==> src/rtl/piw_pkg.sv <==
package piw_pkg;
   localparam int unsigned REG_ADDR_W = 2;
   typedef enum logic [REG_ADDR_W-1:0] {
      REG_POL  = 2'd0,
      REG_EN   = 2'd1,
      REG_FLAG = 2'd2,
      REG_NONE = 2'd3
   } reg_sel_e;
endpackage

==> src/rtl/piw_sync.sv <==
module piw_sync #(
   parameter int unsigned STAGES = 2
) (
   input  logic clk,
   input  logic rst_n,
   input  logic d_i,
   output logic q_o
);
   if (STAGES < 2) begin : g_bad_stages
      $error("piw_sync: STAGES must be at least 2");
   end

   logic [STAGES-1:0] chain_q;

   always_ff @(posedge clk or negedge rst_n) begin
      if (!rst_n) chain_q[0] <= 1'b0;
      else        chain_q[0] <= d_i;
   end

   for (genvar s = 1; s < STAGES; s++) begin : g_stage
      always_ff @(posedge clk or negedge rst_n) begin
         if (!rst_n) chain_q[s] <= 1'b0;
         else        chain_q[s] <= chain_q[s-1];
      end
   end

   assign q_o = chain_q[STAGES-1];
endmodule

==> src/rtl/piw_pin_cell.sv <==
module piw_pin_cell #(
   parameter bit FLAG_INIT = 1'b1
) (
   input  logic clk,
   input  logic rst_n,
   input  logic pin_raw_i,
   input  logic pin_sync_i,
   input  logic pol_i,
   input  logic en_i,
   input  logic sleep_i,
   input  logic clr_i,
   output logic flag_o,
   output logic wake_o
);
   logic prev_q;
   logic flag_q;
   logic rise;
   logic fall;
   logic hit;

   assign rise = pin_sync_i & ~prev_q;
   assign fall = ~pin_sync_i & prev_q;
   assign hit  = ~sleep_i & (pol_i ? rise : fall);

   always_ff @(posedge clk or negedge rst_n) begin
      if (!rst_n) begin
         prev_q <= 1'b0;
         flag_q <= FLAG_INIT;
      end else begin
         prev_q <= pin_sync_i;
         flag_q <= (flag_q & ~clr_i) | hit;
      end
   end

   // level match on the raw pin, no clock involved
   assign wake_o = en_i & sleep_i & ~(pin_raw_i ^ pol_i);
   assign flag_o = flag_q;

   assert_flag_holds_R4: assert property (@(posedge clk) disable iff (!rst_n)
      (flag_q && !clr_i) |=> flag_q);
   assert_edge_beats_clear_R5: assert property (@(posedge clk) disable iff (!rst_n)
      (hit && clr_i) |=> flag_q);
   assert_frozen_in_sleep_R11: assert property (@(posedge clk) disable iff (!rst_n)
      (sleep_i && !flag_q) |=> !flag_q);
endmodule

==> src/rtl/piw_regs.sv <==
module piw_regs
   import piw_pkg::*;
#(
   parameter int unsigned NUM_PINS = 4
) (
   input  logic                  clk,
   input  logic                  rst_n,
   input  logic                  wr_en,
   input  logic [REG_ADDR_W-1:0] wr_addr,
   input  logic [NUM_PINS-1:0]   wr_data,
   input  logic [REG_ADDR_W-1:0] rd_addr,
   input  logic [NUM_PINS-1:0]   flags_i,
   output logic [NUM_PINS-1:0]   pol_o,
   output logic [NUM_PINS-1:0]   en_o,
   output logic [NUM_PINS-1:0]   clr_o,
   output logic [NUM_PINS-1:0]   rd_data
);
   logic [NUM_PINS-1:0] pol_q;
   logic [NUM_PINS-1:0] en_q;
   reg_sel_e            wsel;
   reg_sel_e            rsel;

   assign wsel = reg_sel_e'(wr_addr);
   assign rsel = reg_sel_e'(rd_addr);

   always_ff @(posedge clk or negedge rst_n) begin
      if (!rst_n) begin
         pol_q <= '0;
         en_q  <= '0;
      end else if (wr_en) begin
         if (wsel == REG_POL) pol_q <= wr_data;
         if (wsel == REG_EN)  en_q  <= wr_data;
      end
   end

   assign clr_o = (wr_en && wsel == REG_FLAG) ? wr_data : '0;

   always_comb begin
      unique case (rsel)
         REG_POL:  rd_data = pol_q;
         REG_EN:   rd_data = en_q;
         REG_FLAG: rd_data = flags_i;
         default:  rd_data = '0;
      endcase
   end

   assign pol_o = pol_q;
   assign en_o  = en_q;

   assert_pol_write_R1: assert property (@(posedge clk) disable iff (!rst_n)
      (wr_en && wsel == REG_POL) |=> (pol_q == $past(wr_data)));
   assert_en_write_R1: assert property (@(posedge clk) disable iff (!rst_n)
      (wr_en && wsel == REG_EN) |=> (en_q == $past(wr_data)));
endmodule

==> src/rtl/piw_sleep_ctl.sv <==
module piw_sleep_ctl (
   input  logic clk,
   input  logic rst_n,
   input  logic enter_i,
   input  logic wake_any_i,
   output logic sleep_o
);
   logic sleep_q;

   always_ff @(posedge clk or negedge rst_n) begin
      if (!rst_n)          sleep_q <= 1'b0;
      else if (enter_i)    sleep_q <= 1'b1;
      else if (wake_any_i) sleep_q <= 1'b0;
   end

   assign sleep_o = sleep_q;

   assert_entry_R8: assert property (@(posedge clk) disable iff (!rst_n)
      enter_i |=> sleep_q);
   assert_exit_on_wake_R10: assert property (@(posedge clk) disable iff (!rst_n)
      (sleep_q && wake_any_i && !enter_i) |=> !sleep_q);
endmodule

==> src/rtl/pin_irq_wake.sv <==
module pin_irq_wake
   import piw_pkg::*;
#(
   parameter int unsigned NUM_PINS    = 4,
   parameter int unsigned SYNC_STAGES = 2,
   parameter bit          FLAG_INIT   = 1'b1
) (
   input  logic                  clk,
   input  logic                  rst_n,
   input  logic [NUM_PINS-1:0]   pin_i,
   input  logic                  wr_en,
   input  logic [REG_ADDR_W-1:0] wr_addr,
   input  logic [NUM_PINS-1:0]   wr_data,
   input  logic [REG_ADDR_W-1:0] rd_addr,
   output logic [NUM_PINS-1:0]   rd_data,
   input  logic                  sleep_enter,
   output logic                  irq_o,
   output logic                  wake_o
);
   if (NUM_PINS < 1 || NUM_PINS > 32) begin : g_bad_pins
      $error("pin_irq_wake: NUM_PINS must be in 1..32");
   end

   logic [NUM_PINS-1:0] pin_s;
   logic [NUM_PINS-1:0] pol;
   logic [NUM_PINS-1:0] en;
   logic [NUM_PINS-1:0] clr;
   logic [NUM_PINS-1:0] flags;
   logic [NUM_PINS-1:0] wake_vec;
   logic                sleep;

   piw_regs #(.NUM_PINS(NUM_PINS)) u_regs (
      .clk     (clk),
      .rst_n   (rst_n),
      .wr_en   (wr_en),
      .wr_addr (wr_addr),
      .wr_data (wr_data),
      .rd_addr (rd_addr),
      .flags_i (flags),
      .pol_o   (pol),
      .en_o    (en),
      .clr_o   (clr),
      .rd_data (rd_data)
   );

   for (genvar p = 0; p < NUM_PINS; p++) begin : g_pin
      piw_sync #(.STAGES(SYNC_STAGES)) u_sync (
         .clk   (clk),
         .rst_n (rst_n),
         .d_i   (pin_i[p]),
         .q_o   (pin_s[p])
      );
      piw_pin_cell #(.FLAG_INIT(FLAG_INIT)) u_cell (
         .clk        (clk),
         .rst_n      (rst_n),
         .pin_raw_i  (pin_i[p]),
         .pin_sync_i (pin_s[p]),
         .pol_i      (pol[p]),
         .en_i       (en[p]),
         .sleep_i    (sleep),
         .clr_i      (clr[p]),
         .flag_o     (flags[p]),
         .wake_o     (wake_vec[p])
      );
   end

   piw_sleep_ctl u_sleep (
      .clk        (clk),
      .rst_n      (rst_n),
      .enter_i    (sleep_enter),
      .wake_any_i (wake_o),
      .sleep_o    (sleep)
   );

   assign wake_o = |wake_vec;
   assign irq_o  = |(flags & en);

   assert_wake_only_asleep_R7: assert property (@(posedge clk) disable iff (!rst_n)
      wake_o |-> sleep);
endmodule

==> config.mk <==
export PLATFORM = sky130hd
export DESIGN_NAME = pin_irq_wake
export DESIGN_NICKNAME = d
export VERILOG_FILES = /design/src/rtl/piw_pkg.sv /design/src/rtl/piw_sync.sv /design/src/rtl/piw_pin_cell.sv /design/src/rtl/piw_regs.sv /design/src/rtl/piw_sleep_ctl.sv /design/src/rtl/pin_irq_wake.sv
export SDC_FILE = /design/constraint.sdc
export NUM_CORES = 1
export LEC_CHECK = 0
export ABC_AREA = 1
export ABC_CLOCK_PERIOD_IN_PS = 2400
export BUFFER_PORTS_ARGS = -buffer_cell sky130_fd_sc_hd__buf_2
export CORE_MARGIN = 3
export CORE_UTILIZATION = 57
export DETAILED_ROUTE_END_ITERATION = 6
export GPL_TIMING_DRIVEN = 0
export PLACE_DENSITY_LB_ADDON = 0.1
export SYNTH_ARGS = -nofsm -noshare
export SYNTH_HDL_FRONTEND = slang
export SYNTH_SLANG_ARGS = --single-unit
==> constraint.sdc <==
create_clock -name clk -period 2.4 [get_ports clk]
set_input_delay 0.12 -clock clk [delete_from_list [all_inputs] [get_ports clk]]
set_output_delay 0.12 -clock clk [all_outputs]
set_load 0.005 [all_outputs]
==> metrics.csv, run 1 <==
stage,metric,value,unit
synthesis,post-synthesis mux area share,0,%
sta,final max-slew violation count,0,
die,Core Footprint,1800,µm²
synthesis,"Warnings, synthesis",0,
synthesis,post-synth top area cell,dfrtp_1,
status,status,"finished, final reports clean",
die,die area,2540,µm²
worst_setup_path,Crit. Startpoint,u_sleep.sleep_o$_DFFE_PN0P_,
worst_setup_path,Crit path max-delay family,flip-flops,
synthesis,Synth Area in XOR/XNOR,0,%
die,row count,15,
synthesis,post-synthesis sequential area ratio,56.1,%
placed_design,RD Place Congestion,0.864,
cells_and_area,Layout Utilization,74.8,%
cells_and_area,"non-filler cells, final",189,
synthesis,Compound-Gate Fraction of Synth Area,9.79,%
grt,global-route wire length before repair,3610,µm
placed_design,number of I/O port buffers,21,
hold_path,Worst Hold Launch,wr_data[0],
power_and_ir_drop,static leakage,0.723,nW
hold_path,min-delay worst type,primary input to register,
hold_path,Hold EP,u_regs.en_o[0]$_DFFE_PN0P_,
routing,Met1 Wirelength,970,µm
grt,GR Overflow Total,0,
sta,Clock Skews,0.00492,ns
sta,Rel. slew slack,64.6,%
synthesis,Avg Inst Size Synth,8.46,µm²
worst_setup_path,crit path buf inv count,3,
clock_network,CTS HTree Levels,1,
cells_and_area,NumNets Final,181,
sta,Hold WS,0.0927,ns
worst_setup_path,Critical Path Source Type,register,
cells_and_area,number of diodes,0,
placed_design,DP Cell Count,179,
die,Die H,50.4,µm
worst_setup_path,worst path arrival time,1.35,ns
routing,highest routed layer,met4,
routing,met3 WL,124,µm
sta,Period minus WS final,1.47,ns
cells_and_area,"commonest non-fill, non-tap cell in the layout",nand2_1,
clock_network,clk root buf,clkbuf_4,
routing,drt pass-1 iters,4,
synthesis,Synth top area share,46.7,%
clock_network,clock sinks,25,
synthesis,adder-cell share of the synthesized area,0,%
clock_network,clk slew on worst S/H paths,0.13,ns
synthesis,Yosys cell types,15,
cells_and_area,# fillers,150,
sta,sum of negative setup slack,0,ns
worst_setup_path,reg2reg end,u_sleep.sleep_o$_DFFE_PN0P_,
routing,final WL,2110,µm
routing,Routed WL per cell,11.1,µm
clock_network,cts repair resizes,0,
sta,Final setup viols,0,
placed_design,Place WS,1.30,ns
grt,total track usage,18.7,%
routing,DR vias/cell,4.93,
synthesis,number of synthesized register bits,25,
worst_setup_path,"Max FO, Critical Path",9,
routing,Routed Antenna Nets,0,
sta,Tcrit/Tclk final,61.4,%
sta,unrepaired setup endpoints after global routing,false,
clock_network,post-cts hold buffer count,6,
clock_network,CTS tree,yes,
cells_and_area,layout cell share with drive strength beyond 1,20.7,%
sta,final hold vios,0,
grt,initial antenna violation count,0,
worst_setup_path,Crit path largest cell delay,0.39,ns
worst_setup_path,crit path capture type,primary output,
worst_setup_path,critical path type,register to primary output,
run,max-cap violations,0,
sta,Setup WS post-layout,0.926,ns
clock_network,clk buf depth,2,
power_and_ir_drop,Power Dens Cells,711,nW/µm²
die,I/O Pins,22,
synthesis,syn nets,149,
synthesis,synthesized cell area,1120,µm²
die,Die Width,50.4,µm
sta,highest clock rate,0.678,GHz
routing,total length of routed met2 wires,982,µm
routing,via count,931,
routing,Starting DRT DRC Count,39,
clock_network,"Clk Latency, worst-skew pair",0.31,ns
grt,vias in the first global route,873,
routing,drt drc,0,
worst_setup_path,RR Startpoint,u_sleep.sleep_o$_DFFE_PN0P_,
worst_setup_path,reg2reg path depth,7,
clock_network,post-CTS setup buffer count,0,
synthesis,largest family of logic cells by synthesized area,simple AND/OR/NAND/NOR gates,
sta,measured slew at the worst slew-check pin,0.532,ns
power_and_ir_drop,VDD IR max,555,µV
synthesis,cell count after synthesis,133,
worst_setup_path,WP data required,2.28,ns
worst_setup_path,flop-to-flop setup slack,1.36,ns
die,Initial Util,62.4,%
placed_design,post-DP HPWL,1550,µm
clock_network,CTS buffer count,3,
grt,largest net degree at the start of global routing,26,
worst_setup_path,"most used cell, CP",nand2_1,
cells_and_area,"commonest cells after routing, fill and taps aside","nand2_1 (30), inv_1 (25), dfrtp_1 (21), buf_2 (21), nand3_1 (16)",
synthesis,Post-Synth Simple-Gate Area,24.8,%
worst_setup_path,slowest cell on the critical path,dfrtp_1,
worst_setup_path,"critical path, cell by cell","buf_6, nand2_1, nand3b_1, nand2_1, nor2_2, inv_1, buf_2",
synthesis,Area contributors post-synth,"dfrtp_1 (47%), nand2_1 (10%), dfstp_2 (9.3%)",
cells_and_area,area growth from synthesis to layout,19.8,%
hold_path,WHS Path Cells,3,
worst register-to-register path, stage by stage (launching register included):
cell	delay (ns)
dfrtp_1	0.36
buf_6	0.14
nand2_1	0.05
nand3b_1	0.19
nand2_1	0.09
nor2_2	0.04
nand2_1	0.05
nand2_1	0.04
cells by family (layout without fill, tap and decap cells):
logic type      after synthesis  after routing
simple gates                 62             62
flops                        25             25
buf+inv                      26             57
compound gates               20             20
per-stage QoR:
stage                     area, µm²  power, mW
after CTS                      1350      0.965
after global placement         1260      0.771
after global routing           1350       1.02
after detailed placement       1260      0.779
after floorplan                1120      0.691
final                          1350      0.958
synth_stat cells:
cell,instances
nand2_1,30
nor2_2,1
nand3b_1,1
inv_1,25
nand3_1,16
o31ai_1,4
a21oi_1,4
o21ai_0,12
dfrtp_1,21
nand2_2,2
nor2_1,9
buf_6,1
nand3_2,2
dfstp_2,4
nand4_1,1
layout make-up:
type | count | area, µm² | share of cell area (%)
sequential | 25 | 631 | 46.8
tap | 25 | 31.3 | 2.32
multi-input combinational | 82 | 389 | 28.9
buffer | 1 | 11.3 | 0.836
clock buffer | 4 | 26.3 | 1.95
timing repair buffer | 27 | 165 | 12.3
inverter | 25 | 93.8 | 6.96
sequential cells by signal, indices dropped and copies added (netlist names):
| name | cells |
|---|---|
| g_pin.u_cell.flag_o | 4 |
| g_pin.u_cell.prev_q | 4 |
| g_pin.u_sync.chain_q | 4 |
| g_pin.u_sync.q_o | 4 |
| u_regs.en_o | 4 |
| u_regs.pol_o | 4 |
| u_sleep.sleep_o | 1 |
metal layers:
metal	track usage (%)	vias to the layer above
li1	-	483
met1	24.9	411
met2	31.1	33
met3	2.67	4
met4	6.73	0
met5	0	-
worst max path at each step:
| stage | depth (start not counted) | slack [ns] | endpoint |
|---|---|---|---|
| 5_1_grt | 8 | 0.83 | wake_o |
| 3_3_place_gp | 7 | 1.30 | wake_o |
| 4_1_cts | 7 | 0.93 | wake_o |
| 2_1_floorplan | 7 | 1.46 | wake_o |
| 6_report | 7 | 0.93 | wake_o |
| 3_5_place_dp | 7 | 1.30 | wake_o |
power breakdown:
group	internal, mW	leakage [nW]	switching (mW)
Clock	0.0649	0.0150	0.116
Combinational	0.103	0.416	0.123
Sequential	0.500	0.292	0.0507
Note: power is estimated with default switching activity, not from simulation.
==> inputs of run 2 (changes only) <==
Settings changed: ABC_CLOCK_PERIOD_IN_PS 2400 to 1500, CORE_UTILIZATION 57 to 53.
Clock period 2.4 ns to 1.5 ns, I/O delays scaled along.
==> metrics.csv, run 2 (synthesis gave the netlist of run 1 again) <==
stage,metric,value,unit,change
worst_setup_path,critical path type,register to primary output,,
die,Initial Util,56.8,%,-5.7 points
die,Die Width,52.1,µm,+3.3%
routing,drt pass-1 iters,4,,unchanged
cells_and_area,"commonest non-fill, non-tap cell in the layout",nand2_1,,
clock_network,CTS tree,yes,,
clock_network,clock sinks,25,,unchanged
placed_design,post-DP HPWL,1610,µm,+4.0%
routing,Starting DRT DRC Count,27,,-31%
die,I/O Pins,22,,unchanged
sta,Period minus WS final,1.43,ns,
sta,measured slew at the worst slew-check pin,0.534,ns,+0.00189 ns
worst_setup_path,"Max FO, Critical Path",6,,-3
sta,unrepaired setup endpoints after global routing,true,,
power_and_ir_drop,Power Dens Cells,1140,nW/µm²,+60%
sta,highest clock rate,0.702,GHz,
cells_and_area,number of diodes,0,,unchanged
status,status,"finished, final reports clean",,
sta,Hold WS,0.0374,ns,-0.0554 ns
grt,initial antenna violation count,0,,unchanged
placed_design,number of I/O port buffers,21,,unchanged
clock_network,clk root buf,clkbuf_4,,
clock_network,"Clk Latency, worst-skew pair",0.31,ns,about the same
routing,final WL,2290,µm,+9.0%
sta,Final setup viols,0,,unchanged
routing,Routed Antenna Nets,0,,unchanged
cells_and_area,NumNets Final,186,,+2.8%
routing,DR vias/cell,5.08,,+3.1%
sta,final hold vios,0,,unchanged
run,max-cap violations,0,,unchanged
grt,total track usage,18.2,%,-0.51 points
sta,Clock Skews,0.00255,ns,-0.00237 ns
power_and_ir_drop,Total Power,1.58,mW,+65%
worst_setup_path,crit path capture type,primary output,,
die,Core Footprint,1980,µm²,+10%
sta,sum of negative setup slack,0,ns,unchanged
worst_setup_path,Critical Path Source Type,register,,
grt,global-route wire length before repair,3550,µm,-1.7%
worst_setup_path,WP data required,1.42,ns,-0.86 ns
die,Die H,52.1,µm,+3.3%
cells_and_area,layout cell share with drive strength beyond 1,23.7,%,+2.9 points
cells_and_area,"commonest cells after routing, fill and taps aside","nand2_1 (29), inv_1 (24), dfrtp_1 (21), buf_2 (21), nand3_1 (16)",,
cells_and_area,# fillers,180,,+20%
die,die area,2710,µm²,+6.7%
worst_setup_path,flop-to-flop setup slack,0.33,ns,-1.03 ns
cells_and_area,area growth from synthesis to layout,24.0,%,
routing,Routed WL per cell,11.7,µm,+5.1%
clock_network,CTS HTree Levels,1,,unchanged
routing,via count,995,,+6.9%
clock_network,CTS buffer count,3,,unchanged
power_and_ir_drop,static leakage,0.750,nW,+3.8%
cells_and_area,Layout Utilization,70.4,%,-4.4 points
routing,drt drc,0,,unchanged
sta,Tcrit/Tclk final,95.0,%,
hold_path,min-delay worst type,primary input to register,,
worst_setup_path,worst path arrival time,1.35,ns,about the same
sta,Rel. slew slack,64.4,%,-0.13 points
cells_and_area,register area,631,µm²,unchanged
clock_network,clk slew on worst S/H paths,0.12,ns,about the same
grt,vias in the first global route,880,,+0.80%
die,row count,16,,+1
placed_design,RD Place Congestion,0.882,,+2.2%
cells_and_area,multi-input logic area,392,µm²,+0.64%
sta,final max-slew violation count,0,,unchanged
power_and_ir_drop,VDD IR max,779,µV,+40%
clock_network,clk buf depth,2,,unchanged
grt,GR Overflow Total,0,,unchanged
grt,largest net degree at the start of global routing,26,,unchanged
-- run 2: changes by cell type in the layout (fill, tap and decap cells not counted) --
cell	delta
buf_4	+4
inv_2	+1
dlymetal6s2s_1	+1
inv_1	-1
nand2_1	-1
nand2_2	+1
-- run 2: timing repair --
item	CTS	global route
resized for setup	0	2
hold endpoints to repair	26	0
setup endpoints to repair	0	1
hold buffers	6	0
buffers inserted	0	5
-- run 2: through the flow --
stage / setup WS [ns] / cells / area (µm²)
final: 0.0746 / 196 / 1400
after global routing: -0.0318 / 196 / 1400
after CTS: 0.0752 / 191 / 1350
after detailed placement: 0.447 / 181 / 1260
after global placement: 0.446 / 181 / 1260
after floorplan: 0.579 / 133 / 1120
-- run 2: layout make-up --
class | instances | share of cell area [%]
Sequential cell | 25 | 45.2
Multi-Input combinational cell | 82 | 28.1
Timing Repair Buffer | 32 | 14.9
Inverter | 25 | 6.73
Tap cell | 27 | 2.42
Clock buffer | 4 | 1.88
Buffer | 1 | 0.807
-- run 2: path summary, 6_finish.rpt --
path / start / end / cells past startpoint
max in group asynchronous: rst_n / g_pin[0].u_cell.flag_o$_DFF_PN1_ / 2
hold / removal: wr_data[3] / u_regs.en_o[3]$_DFFE_PN0P_ / 3
min in group asynchronous: rst_n / g_pin[2].u_cell.prev_q$_DFF_PN0_ / 2
setup reg to reg: u_sleep.sleep_o$_DFFE_PN0P_ / g_pin[0].u_cell.flag_o$_DFF_PN1_ / 4
setup / recovery: u_sleep.sleep_o$_DFFE_PN0P_ / wake_o / 7
hold reg to reg: g_pin[3].u_sync.chain_q[0]$_DFF_PN0_ / g_pin[3].u_sync.q_o$_DFF_PN0_ / 0
-- run 2: power breakdown --
part	internal, mW	total, mW	switching (mW)
clock	0.104	0.287	0.183
combinational	0.202	0.414	0.212
sequential	0.800	0.884	0.0831
total	1.11	1.58	0.478
-- run 2: worst max-delay path, cell delays in order, from the launching register on --
cell and delay (ns):
dfrtp_1 0.39, buf_6 0.13, nand2_2 0.05, nand3b_1 0.11, nand2_1 0.07, nor2_2 0.12
inv_1 0.04, buf_2 0.12
-- run 2: per-layer routing --
metal	up-vias	part of all wire [%]	global-route usage (%)
met5	-	0	0
met4	0	1.8	11.4
met3	5	6.8	3.15
met2	31	46	29.5
met1	463	46	22.2
li1	496	-	-
==> inputs of run 3 (changes only) <==
Settings changed: MAX_ROUTING_LAYER set to met4.
==> metrics.csv, run 3 (synthesis gave the netlist of run 1 again) <==
stage,metric,value,unit,change
routing,drt pass-1 iters,4,,unchanged
sta,Rel. slew slack,63.9,%,-0.51 points
worst_setup_path,worst path arrival time,1.35,ns,about the same
die,I/O Pins,22,,unchanged
cells_and_area,design area,1400,µm²,unchanged
power_and_ir_drop,sw power,479,µW,+0.14%
grt,GR Overflow Total,0,,unchanged
run,max-cap violations,0,,unchanged
placed_design,Placed Instance Area,1260,µm²,unchanged
worst_setup_path,"critical path, cell by cell","buf_6, nand2_2, nand3b_1, nand2_1, nor2_2, inv_1, buf_2",,
cells_and_area,area growth from synthesis to layout,24.0,%,unchanged
die,Die Width,52.1,µm,unchanged
placed_design,DP Cell Count,181,,unchanged
grt,largest net degree at the start of global routing,26,,unchanged
sta,measured slew at the worst slew-check pin,0.541,ns,+0.00758 ns
worst_setup_path,Critical Path Source Type,register,,
grt,vias in the first global route,878,,-0.23%
worst_setup_path,slowest cell on the critical path,dfrtp_1,,
routing,Starting DRT DRC Count,31,,+15%
sta,Hold WS,0.0369,ns,-0.000488 ns
clock_network,clk buf depth,2,,unchanged
power_and_ir_drop,Gate power share,26.0,%,about the same
routing,drt drc,0,,unchanged
worst_setup_path,crit path buf inv count,3,,unchanged
sta,final hold vios,0,,unchanged
worst_setup_path,critical path type,register to primary output,,
die,Core Footprint,1980,µm²,unchanged
power_and_ir_drop,Power Dens Cells,1140,nW/µm²,about the same
hold_path,min-delay worst type,primary input to register,,
cells_and_area,"commonest non-fill, non-tap cell in the layout",nand2_1,,
worst_setup_path,WP data required,1.42,ns,about the same
power_and_ir_drop,Clock Power Share,18.2,%,about the same
power_and_ir_drop,static leakage,0.750,nW,unchanged
power_and_ir_drop,VDD IR max,781,µV,+0.24%
die,Initial Util,56.8,%,unchanged
placed_design,RD Place Congestion,0.897,,+1.7%
clock_network,CTS HTree Levels,1,,unchanged
grt,global-route wire length before repair,3550,µm,unchanged
worst_setup_path,"Max FO, Critical Path",6,,unchanged
placed_design,number of I/O port buffers,21,,unchanged
power_and_ir_drop,switch share,30.2,%,about the same
power_and_ir_drop,Int Pwr,1.11,mW,about the same
worst_setup_path,crit path capture type,primary output,,
worst_setup_path,Crit path max-delay family,flip-flops,,
cells_and_area,layout cell share with drive strength beyond 1,23.7,%,unchanged
cells_and_area,"commonest cells after routing, fill and taps aside","nand2_1 (29), inv_1 (24), dfrtp_1 (21), buf_2 (21), nand3_1 (16)",,
grt,total track usage,18.7,%,+0.48 points
clock_network,CTS buffer count,3,,unchanged
cells_and_area,NumNets Final,186,,unchanged
routing,DR vias/cell,5.03,,-1.0%
status,status,"finished, final reports clean",,
cells_and_area,"non-filler cells, final",196,,unchanged
routing,Routed WL per cell,11.6,µm,-0.65%
clock_network,clk root buf,clkbuf_4,,
grt,initial antenna violation count,0,,unchanged
routing,Routed Antenna Nets,0,,unchanged
clock_network,CTS tree,yes,,
sta,highest clock rate,0.700,GHz,-0.18%
clock_network,"Clk Latency, worst-skew pair",0.31,ns,about the same
routing,final WL,2280,µm,-0.65%
routing,via count,985,,-1.0%
sta,Final setup viols,0,,unchanged
cells_and_area,number of diodes,0,,unchanged
worst_setup_path,Crit path largest cell delay,0.39,ns,about the same
sta,Tcrit/Tclk final,95.2,%,+0.18 points
placed_design,post-DP HPWL,1610,µm,unchanged
power_and_ir_drop,Sequential Power Share,55.8,%,about the same
sta,unrepaired setup endpoints after global routing,true,,
die,Die H,52.1,µm,unchanged
clock_network,clk slew on worst S/H paths,0.12,ns,about the same
die,row count,16,,unchanged
die,die area,2710,µm²,unchanged
sta,final max-slew violation count,0,,unchanged
sta,Period minus WS final,1.43,ns,+0.00263 ns
sta,Clock Skews,0.00241,ns,-0.000138 ns
clock_network,clock sinks,25,,unchanged
==> run 3: cell counts in the layout (fill, tap and decap cells not counted) <==
No cell type changed its count.
==> run 3: timing repair <==
action	4_1_cts	5_1_grt
gates resized for setup	0	2
hold buffers	6	0
setup endpoints to repair	0	1
buffers inserted	0	5
hold endpoints to repair	26	0
==> run 3: cell type report <==
type,instances,area [µm²]
Sequential cell,25,631
Fill cell,180,587
Multi-Input combinational cell,82,392
Timing Repair Buffer,32,208
Inverter,25,93.8
Tap cell,27,33.8
Clock buffer,4,26.3
Buffer,1,11.3
==> run 3: worst paths after layout <==
check | start | endpoint | slack (ns) | cells past startpoint
worst max-delay path | u_sleep.sleep_o$_DFFE_PN0P_ | wake_o | 0.07 | 7
max in group asynchronous | rst_n | g_pin[2].u_cell.flag_o$_DFF_PN1_ | 0.87 | 2
worst max register to register | u_sleep.sleep_o$_DFFE_PN0P_ | g_pin[0].u_cell.flag_o$_DFF_PN1_ | 0.34 | 4
worst min register to register | g_pin[0].u_sync.chain_q[0]$_DFF_PN0_ | g_pin[0].u_sync.q_o$_DFF_PN0_ | 0.37 | 0
min in group asynchronous | rst_n | g_pin[2].u_cell.prev_q$_DFF_PN0_ | 0.26 | 2
worst min-delay path | wr_data[3] | u_regs.en_o[3]$_DFFE_PN0P_ | 0.04 | 3
==> run 3: power groups by stage <==
stage	Combinational (mW)	Clock, mW	Sequential, mW
6_report	0.413	0.289	0.884
5_1_grt	0.470	0.326	0.899
2_1_floorplan	0.235	0	0.872
3_3_place_gp	0.345	0	0.893
4_1_cts	0.367	0.303	0.882
3_5_place_dp	0.354	0	0.896
==> run 3: routing by layer <==
layer / track usage (%) / share of wire [%] / wire (µm)
met4: 11.4 / 1.8 / 40
met5: - / 0 / 0
met2: 29.5 / 47 / 1080
met1: 22.2 / 46 / 1040
met3: 3.15 / 5.2 / 118
==> run 3: through the flow <==
stage	TNS, ns	utilization (%)	total power, mW	setup slack (ns)
finish	0	70.4	1.59	0.0719
global route	-0.0319	70.4	1.69	-0.0319
CTS	0	68.1	1.55	0.0752
detailed placement	0	63.8	1.25	0.447
global placement	0	63.8	1.24	0.446
floorplan	0	-	1.11	0.579
==> run 3: worst min-delay path: stages <==
cell and delay (ns):
buf_2 0.10, inv_1 0.07, o21ai_0 0.08
